### src/rtl/vtm_pkg.sv
package vtm_pkg;
  typedef enum logic [1:0] {ST_IDLE, ST_ARM, ST_RUN} vtm_state_e;
  localparam logic [1:0] ADDR_CSR = 2'd0;
  localparam logic [1:0] ADDR_T1  = 2'd1;
  localparam logic [1:0] ADDR_T2  = 2'd2;
endpackage

### src/rtl/vtm_sync_edge.sv
module vtm_sync_edge #(
  parameter int WIDTH  = 3,
  parameter int STAGES = 2
) (
  input  logic             clk,
  input  logic             rst,
  input  logic [WIDTH-1:0] async_i,
  output logic [WIDTH-1:0] rise_o
);
  for (genvar g = 0; g < WIDTH; g++) begin : g_bit
    logic [STAGES:0] pipe;
    always_ff @(posedge clk) begin
      if (rst) pipe <= '0;
      else     pipe <= {pipe[STAGES-1:0], async_i[g]};
    end
    assign rise_o[g] = pipe[STAGES-1] & ~pipe[STAGES];

    // edge strobes feeding the R5/R6 counting last exactly one cycle
    p_one_cycle_rise_r5: assert property (@(posedge clk) disable iff (rst)
      rise_o[g] |=> !rise_o[g]);
  end
endmodule

### src/rtl/vtm_interval_ctr.sv
module vtm_interval_ctr #(
  parameter int CNT_W = 11
) (
  input  logic             clk,
  input  logic             rst,
  input  logic             clear_i,
  input  logic             adv_i,
  input  logic             cap_i,
  output logic [CNT_W-1:0] result_o
);
  localparam logic [CNT_W-1:0] SAT = '1;

  logic [CNT_W-1:0] cnt;

  always_ff @(posedge clk) begin
    if (rst)                        cnt <= SAT;
    else if (clear_i)               cnt <= '0;
    else if (adv_i && cnt != SAT)   cnt <= cnt + 1'b1;
  end

  always_ff @(posedge clk) begin
    if (rst)        result_o <= SAT;
    else if (cap_i) result_o <= cnt;
  end

  p_saturate_r7: assert property (@(posedge clk) disable iff (rst)
    (cnt == SAT && !clear_i) |=> cnt == SAT);
  p_no_wrap_r7: assert property (@(posedge clk) disable iff (rst)
    !clear_i |=> cnt >= $past(cnt));
endmodule

### src/rtl/vtm_ctrl.sv
module vtm_ctrl
  import vtm_pkg::*;
(
  input  logic       clk,
  input  logic       rst,
  input  logic       csr_wr_i,
  input  logic [1:0] csr_wdata_i,
  input  logic       tick_i,
  input  logic       av_rise_i,
  input  logic       hs_rise_i,
  input  logic       vs_rise_i,
  output logic       hv_o,
  output logic       start_o,
  output logic       clr_o,
  output logic       t1_adv_o,
  output logic       t2_adv_o,
  output logic       t1_cap_o,
  output logic       t2_cap_o
);
  vtm_state_e state;
  logic       t1_live;
  logic       sel_rise;
  logic       adv;

  assign sel_rise = hv_o ? hs_rise_i : vs_rise_i;
  assign adv      = hv_o ? tick_i    : hs_rise_i;
  assign start_o  = (state != ST_IDLE);

  always_comb begin
    clr_o    = (state == ST_ARM) && sel_rise;
    t2_cap_o = (state == ST_RUN) && sel_rise;
    t1_cap_o = (state == ST_RUN) && t1_live && (av_rise_i || sel_rise);
    t1_adv_o = (state == ST_RUN) && t1_live && adv;
    t2_adv_o = (state == ST_RUN) && adv;
  end

  always_ff @(posedge clk) begin
    if (rst) begin
      state   <= ST_IDLE;
      t1_live <= 1'b0;
      hv_o    <= 1'b0;
    end else begin
      if (csr_wr_i && state == ST_IDLE) hv_o <= csr_wdata_i[1];
      case (state)
        ST_IDLE: if (csr_wr_i && csr_wdata_i[0]) state <= ST_ARM;
        ST_ARM: if (sel_rise) begin
          state   <= ST_RUN;
          t1_live <= 1'b1;
        end
        ST_RUN: begin
          if (av_rise_i) t1_live <= 1'b0;
          if (sel_rise) begin
            state   <= ST_IDLE;
            t1_live <= 1'b0;
          end
        end
        default: state <= ST_IDLE;
      endcase
    end
  end

  p_mode_locked_r3: assert property (@(posedge clk) disable iff (rst)
    start_o |=> $stable(hv_o));
  p_hw_clear_r4: assert property (@(posedge clk) disable iff (rst)
    t2_cap_o |=> !start_o);
  p_sw_zero_ignored_r4: assert property (@(posedge clk) disable iff (rst)
    (start_o && csr_wr_i && !csr_wdata_i[0] && !t2_cap_o) |=> start_o);
endmodule

### src/rtl/sync_interval_meter.sv
module sync_interval_meter
  import vtm_pkg::*;
#(
  parameter int CNT_W  = 11,
  parameter int DATA_W = 8
) (
  input  logic              clk,
  input  logic              rst,
  input  logic              tick_i,
  input  logic              av_i,
  input  logic              hsync_i,
  input  logic              vsync_i,
  input  logic              wr_en_i,
  input  logic [1:0]        addr_i,
  input  logic [DATA_W-1:0] wr_data_i,
  output logic [DATA_W-1:0] rd_data_o
);
  localparam int HI_W = CNT_W - DATA_W;

  logic [2:0]       rise;
  logic             hv, start, clr, t1_adv, t2_adv, t1_cap, t2_cap, csr_wr;
  logic [CNT_W-1:0] t1_res, t2_res;
  logic             unused_wdata;

  assign unused_wdata = ^wr_data_i[DATA_W-1:2];
  assign csr_wr       = wr_en_i && (addr_i == ADDR_CSR);

  vtm_sync_edge #(.WIDTH(3), .STAGES(2)) u_sync (
    .clk(clk), .rst(rst),
    .async_i({vsync_i, hsync_i, av_i}),
    .rise_o(rise)
  );

  vtm_ctrl u_ctrl (
    .clk(clk), .rst(rst),
    .csr_wr_i(csr_wr), .csr_wdata_i(wr_data_i[1:0]),
    .tick_i(tick_i),
    .av_rise_i(rise[0]), .hs_rise_i(rise[1]), .vs_rise_i(rise[2]),
    .hv_o(hv), .start_o(start), .clr_o(clr),
    .t1_adv_o(t1_adv), .t2_adv_o(t2_adv),
    .t1_cap_o(t1_cap), .t2_cap_o(t2_cap)
  );

  vtm_interval_ctr #(.CNT_W(CNT_W)) u_t1 (
    .clk(clk), .rst(rst), .clear_i(clr), .adv_i(t1_adv),
    .cap_i(t1_cap), .result_o(t1_res)
  );

  vtm_interval_ctr #(.CNT_W(CNT_W)) u_t2 (
    .clk(clk), .rst(rst), .clear_i(clr), .adv_i(t2_adv),
    .cap_i(t2_cap), .result_o(t2_res)
  );

  always_ff @(posedge clk) begin
    if (rst) rd_data_o <= '0;
    else begin
      case (addr_i)
        ADDR_CSR: rd_data_o <= {t2_res[CNT_W-1 -: HI_W], t1_res[CNT_W-1 -: HI_W], hv, start};
        ADDR_T1:  rd_data_o <= t1_res[DATA_W-1:0];
        ADDR_T2:  rd_data_o <= t2_res[DATA_W-1:0];
        default:  rd_data_o <= '0;
      endcase
    end
  end

  p_idle_results_hold_r4: assert property (@(posedge clk) disable iff (rst)
    !start |=> ($stable(t1_res) && $stable(t2_res)));
endmodule

### config.mk
export PLATFORM = sky130hd
export DESIGN_NAME = sync_interval_meter
export DESIGN_NICKNAME = d
export VERILOG_FILES = /design/src/rtl/vtm_pkg.sv /design/src/rtl/vtm_sync_edge.sv /design/src/rtl/vtm_interval_ctr.sv /design/src/rtl/vtm_ctrl.sv /design/src/rtl/sync_interval_meter.sv
export SDC_FILE = /design/constraint.sdc
export NUM_CORES = 1
export LEC_CHECK = 0
export ABC_AREA = 1
export ABC_CLOCK_PERIOD_IN_PS = 3600
export BUFFER_PORTS_ARGS = -buffer_cell sky130_fd_sc_hd__buf_2
export CAP_MARGIN = 20
export CORE_ASPECT_RATIO = 0.5
export CORE_UTILIZATION = 55
export CTS_CLUSTER_DIAMETER = 100
export CTS_CLUSTER_SIZE = 28
export DETAILED_ROUTE_END_ITERATION = 8
export PLACE_DENSITY = 0.79
export SKIP_CTS_REPAIR_TIMING = 1
export SYNTH_ARGS = -nofsm -noshare
export SYNTH_HDL_FRONTEND = slang
export SYNTH_HIERARCHICAL = 1
export SYNTH_SLANG_ARGS = --single-unit
export TNS_END_PERCENT = 10
### constraint.sdc
create_clock -name clk -period 3.6 [get_ports clk]
set_input_delay 0.54 -clock clk [delete_from_list [all_inputs] [get_ports clk]]
set_output_delay 0.54 -clock clk [all_outputs]
set_load 0.01 [all_outputs]
==> flow_summary.json <==
{
  "status": "completed",
  "layoutNonFillerInstCount": 529,
  "hold_slack_ps": 397,
  "vias_per_cell": 5.11,
  "grt_usage_pct": 23.9,
  "cts_max_path_buffers": 2,
  "slew_viol_final": 0,
  "rows": 18,
  "swShare_pct": 31.8,
  "worstMarginPinSlew_ps": 814,
  "fin_crit_ps": 2430,
  "p_comb_share_pct": 24.4,
  "wl_met2_mm": 2.65,
  "ys.warnings.count": 6,
  "antenna_found_initial": 0,
  "netlist_instances": 438,
  "place_area_sq_mm": 0.00318,
  "drt-initial-drc-count": 167,
  "synthFlopType": "dfxtp_1",
  "setup_slack_ps": 1170,
  "htree_levels": 3,
  "r2r.worst_path.cells": 11,
  "antenna_left": 0,
  "rrSetupSlack_ps": 1170,
  "hp-class": "input pin to register",
  "endpoint_kind": "register",
  "post-place-ws_ps": 1230,
  "dieArea_sq_mm": 0.00595,
  "synth_seq_cells": 65,
  "grt_max_degree": 23,
  "crit_end": "u_t2/cnt[8]",
  "first_pass_iters": 4,
  "synth-edff-count": 0,
  "synthTopCellsByArea": "dfxtp_1, nand2_1, nand3_1, inv_1, nor2_1",
  "intPower_mw": 1.31,
  "arrival_ps": 2640,
  "ios": 25,
  "rsz0062_at_grt": "no",
  "power_frac_clock_pct": 32.8,
  "gp_congestion": 0.838,
  "clkTransAtPathRegs_ps": 70,
  "syn_to_final_growth_pct": 9.51,
  "cp.required_ps": 3810,
  "pwr-share-seq_pct": 42.8,
  "syn_area_per_cell_sq_um": 7.06,
  "vias": 2703,
  "syn_nets": 462,
  "overflow": 0,
  "hold_viol": 0,
  "wl_met3_um": 313,
  "grt_pass1_vias": 2384,
  "cap_violations": 0,
  "drc": 0,
  "ys_types": 27,
  "top_layer": "met4",
  "yosysTopAreaCell": "dfxtp_1",
  "insertion_delay_ps": 340,
  "antenna_cells": 0,
  "fin_worst_skew_ps": 7.57,
  "hpwl_mm": 4.46,
  "core_area_sq_mm": 0.00516,
  "cp-startpoint": "u_sync/g_bit[1].pipe[1]",
  "initial_core_util_pct": 60.0,
  "final_nets": 478,
  "fp.dieH_um": 55.0,
  "r2r-start": "u_sync/g_bit[1].pipe[1]",
  "met1_length_mm": 3.17,
  "leakagePower_nw": 2.00,
  "setup_violations": 0,
  "p_per_area_mw_per_mm2": 566,
  "r2r_end": "u_t2/cnt[8]",
  "crit_fanout": 14,
  "cts.sink_count": 65,
  "min_period_over_period_pct": 67.4,
  "cp-start-kind": "register",
  "crit_type": "register to register",
  "async_reset_ff_share_pct": 0,
  "cts_tree": "done",
  "io_buffers": 18,
  "setup_tns_ps": 0,
  "wl_mm": 6.23,
  "drive_gt1_share_pct": 10.2,
  "yosysTopAreaCellShare_pct": 42.1,
  "relSlewSlack_pct": 45.5,
  "netSwitchingPower_uw": 610,
  "grt_pass1_wl_mm": 10.6,
  "numCtsBuffers": 9,
  "yosysSeqAreaShare_pct": 42.1,
  "final_common_cell": "nand2_1",
  "cts-root-buf": "clkbuf_8",
  "fp.dieW_um": 108,
  "synth_area_sq_mm": 0.00309,
  "ir_drop_mv": 0.335,
  "design_area_sq_mm": 0.00339,
  "fmax_mhz": 412,
  "final_cell_mix": "nand2_1, nand3_1, dfxtp_1, inv_1, nor2_1",
  "post-place-cells": 513,
  "drt-wirelength-per-cell_um": 11.8
}
==> power by group through the flow <==
stage	clock network (mW)	registers, mW	logic, mW
2_1_floorplan	0	0.828	0.384
3_3_place_gp	0	0.835	0.453
3_5_place_dp	0	0.835	0.464
4_1_cts	0.645	0.820	0.468
5_1_grt	0.675	0.830	0.537
6_report	0.629	0.821	0.468
==> worst min path at each step <==
| stage | to | cells past startpoint | slack, ps | startpoint |
|---|---|---|---|---|
| finish | u_sync/g_bit[2].pipe[0] | 3 | 400 | vsync_i |
| global route | u_sync/g_bit[0].pipe[0] | 3 | 400 | av_i |
| CTS | u_sync/g_bit[2].pipe[0] | 3 | 380 | vsync_i |
| detailed placement | u_sync/g_bit[2].pipe[1] | 2 | 390 | u_sync/g_bit[2].pipe[0] |
| global placement | u_sync/g_bit[0].pipe[1] | 2 | 390 | u_sync/g_bit[0].pipe[0] |
| floorplan | u_sync/g_bit[0].pipe[1] | 2 | 390 | u_sync/g_bit[0].pipe[0] |
==> metal layers <==
metal,up-vias,track usage (%)
met2,56,38.6
li1,1425,-
met3,11,7.85
met1,1211,29.8
met4,0,10.5
met5,-,0
==> critical path: stages (launching register included) <==
cell and delay, ps:
dfxtp_1 310, inv_1 40, nor2_1 140, nand2_1 120
nand2_2 120, inv_1 60, nor2_1 620, inv_1 460
nand2_1 260, nand2_1 80, nand2_1 60, nand2_1 40
==> kinds of logic after synthesis <==
family,after synthesis,synth area share [%]
buffers and inverters,73,10.4
multiplexers,1,0.324
adder cells (fa/ha/maj),7,2.83
flip-flops,65,42.1
AND/OR/NAND/NOR,266,37.7
AO/OA/AOI/OAI,18,4.41
XOR/XNOR,8,2.27
==> registers in the layout, summed over array words and instances, names as in the netlist, 2 cells and up <==
name	flops
u_sync/g_bit.pipe	9
u_t1/cnt	11
rd_data_o	8
u_ctrl/state	2
u_t2/result_o	11
u_t2/cnt	11
u_t1/result_o	11
==> cell type report <==
type / instances / area [sq um]
multi-input combinational: 300 / 1470
fill: 476 / 1770
inverter: 60 / 233
tap: 70 / 87.6
sequential: 65 / 1300
clock inverter: 5 / 53.8
clock buffer: 11 / 151
timing repair buffer: 18 / 90.1
==> cell usage after synthesis, types with 2 or more instances <==
cell type and instances:
xor2_1 8, nand4_1 4, inv_1 55, ha_1 7, clkinv_1 2, nand2_2 5, nand3_2 2, clkbuf_1 6
nand3b_1 2, o211ai_1 14, nand2_1 118, nor2_1 43, dfxtp_1 65, nor3_1 2, buf_2 2, a21oi_1 2
nand3_1 87, buf_6 5
==> metrics by stage <==
| step | util [%] | power, mW |
|---|---|---|
| floorplan | - | 1.21 |
| finish | 65.7 | 1.92 |
| CTS | 65.7 | 1.93 |
| detailed placement | 61.7 | 1.30 |
| global placement | 61.7 | 1.29 |
| global route | 65.7 | 2.04 |
No activity file was read; power rests on OpenSTA's default activity.
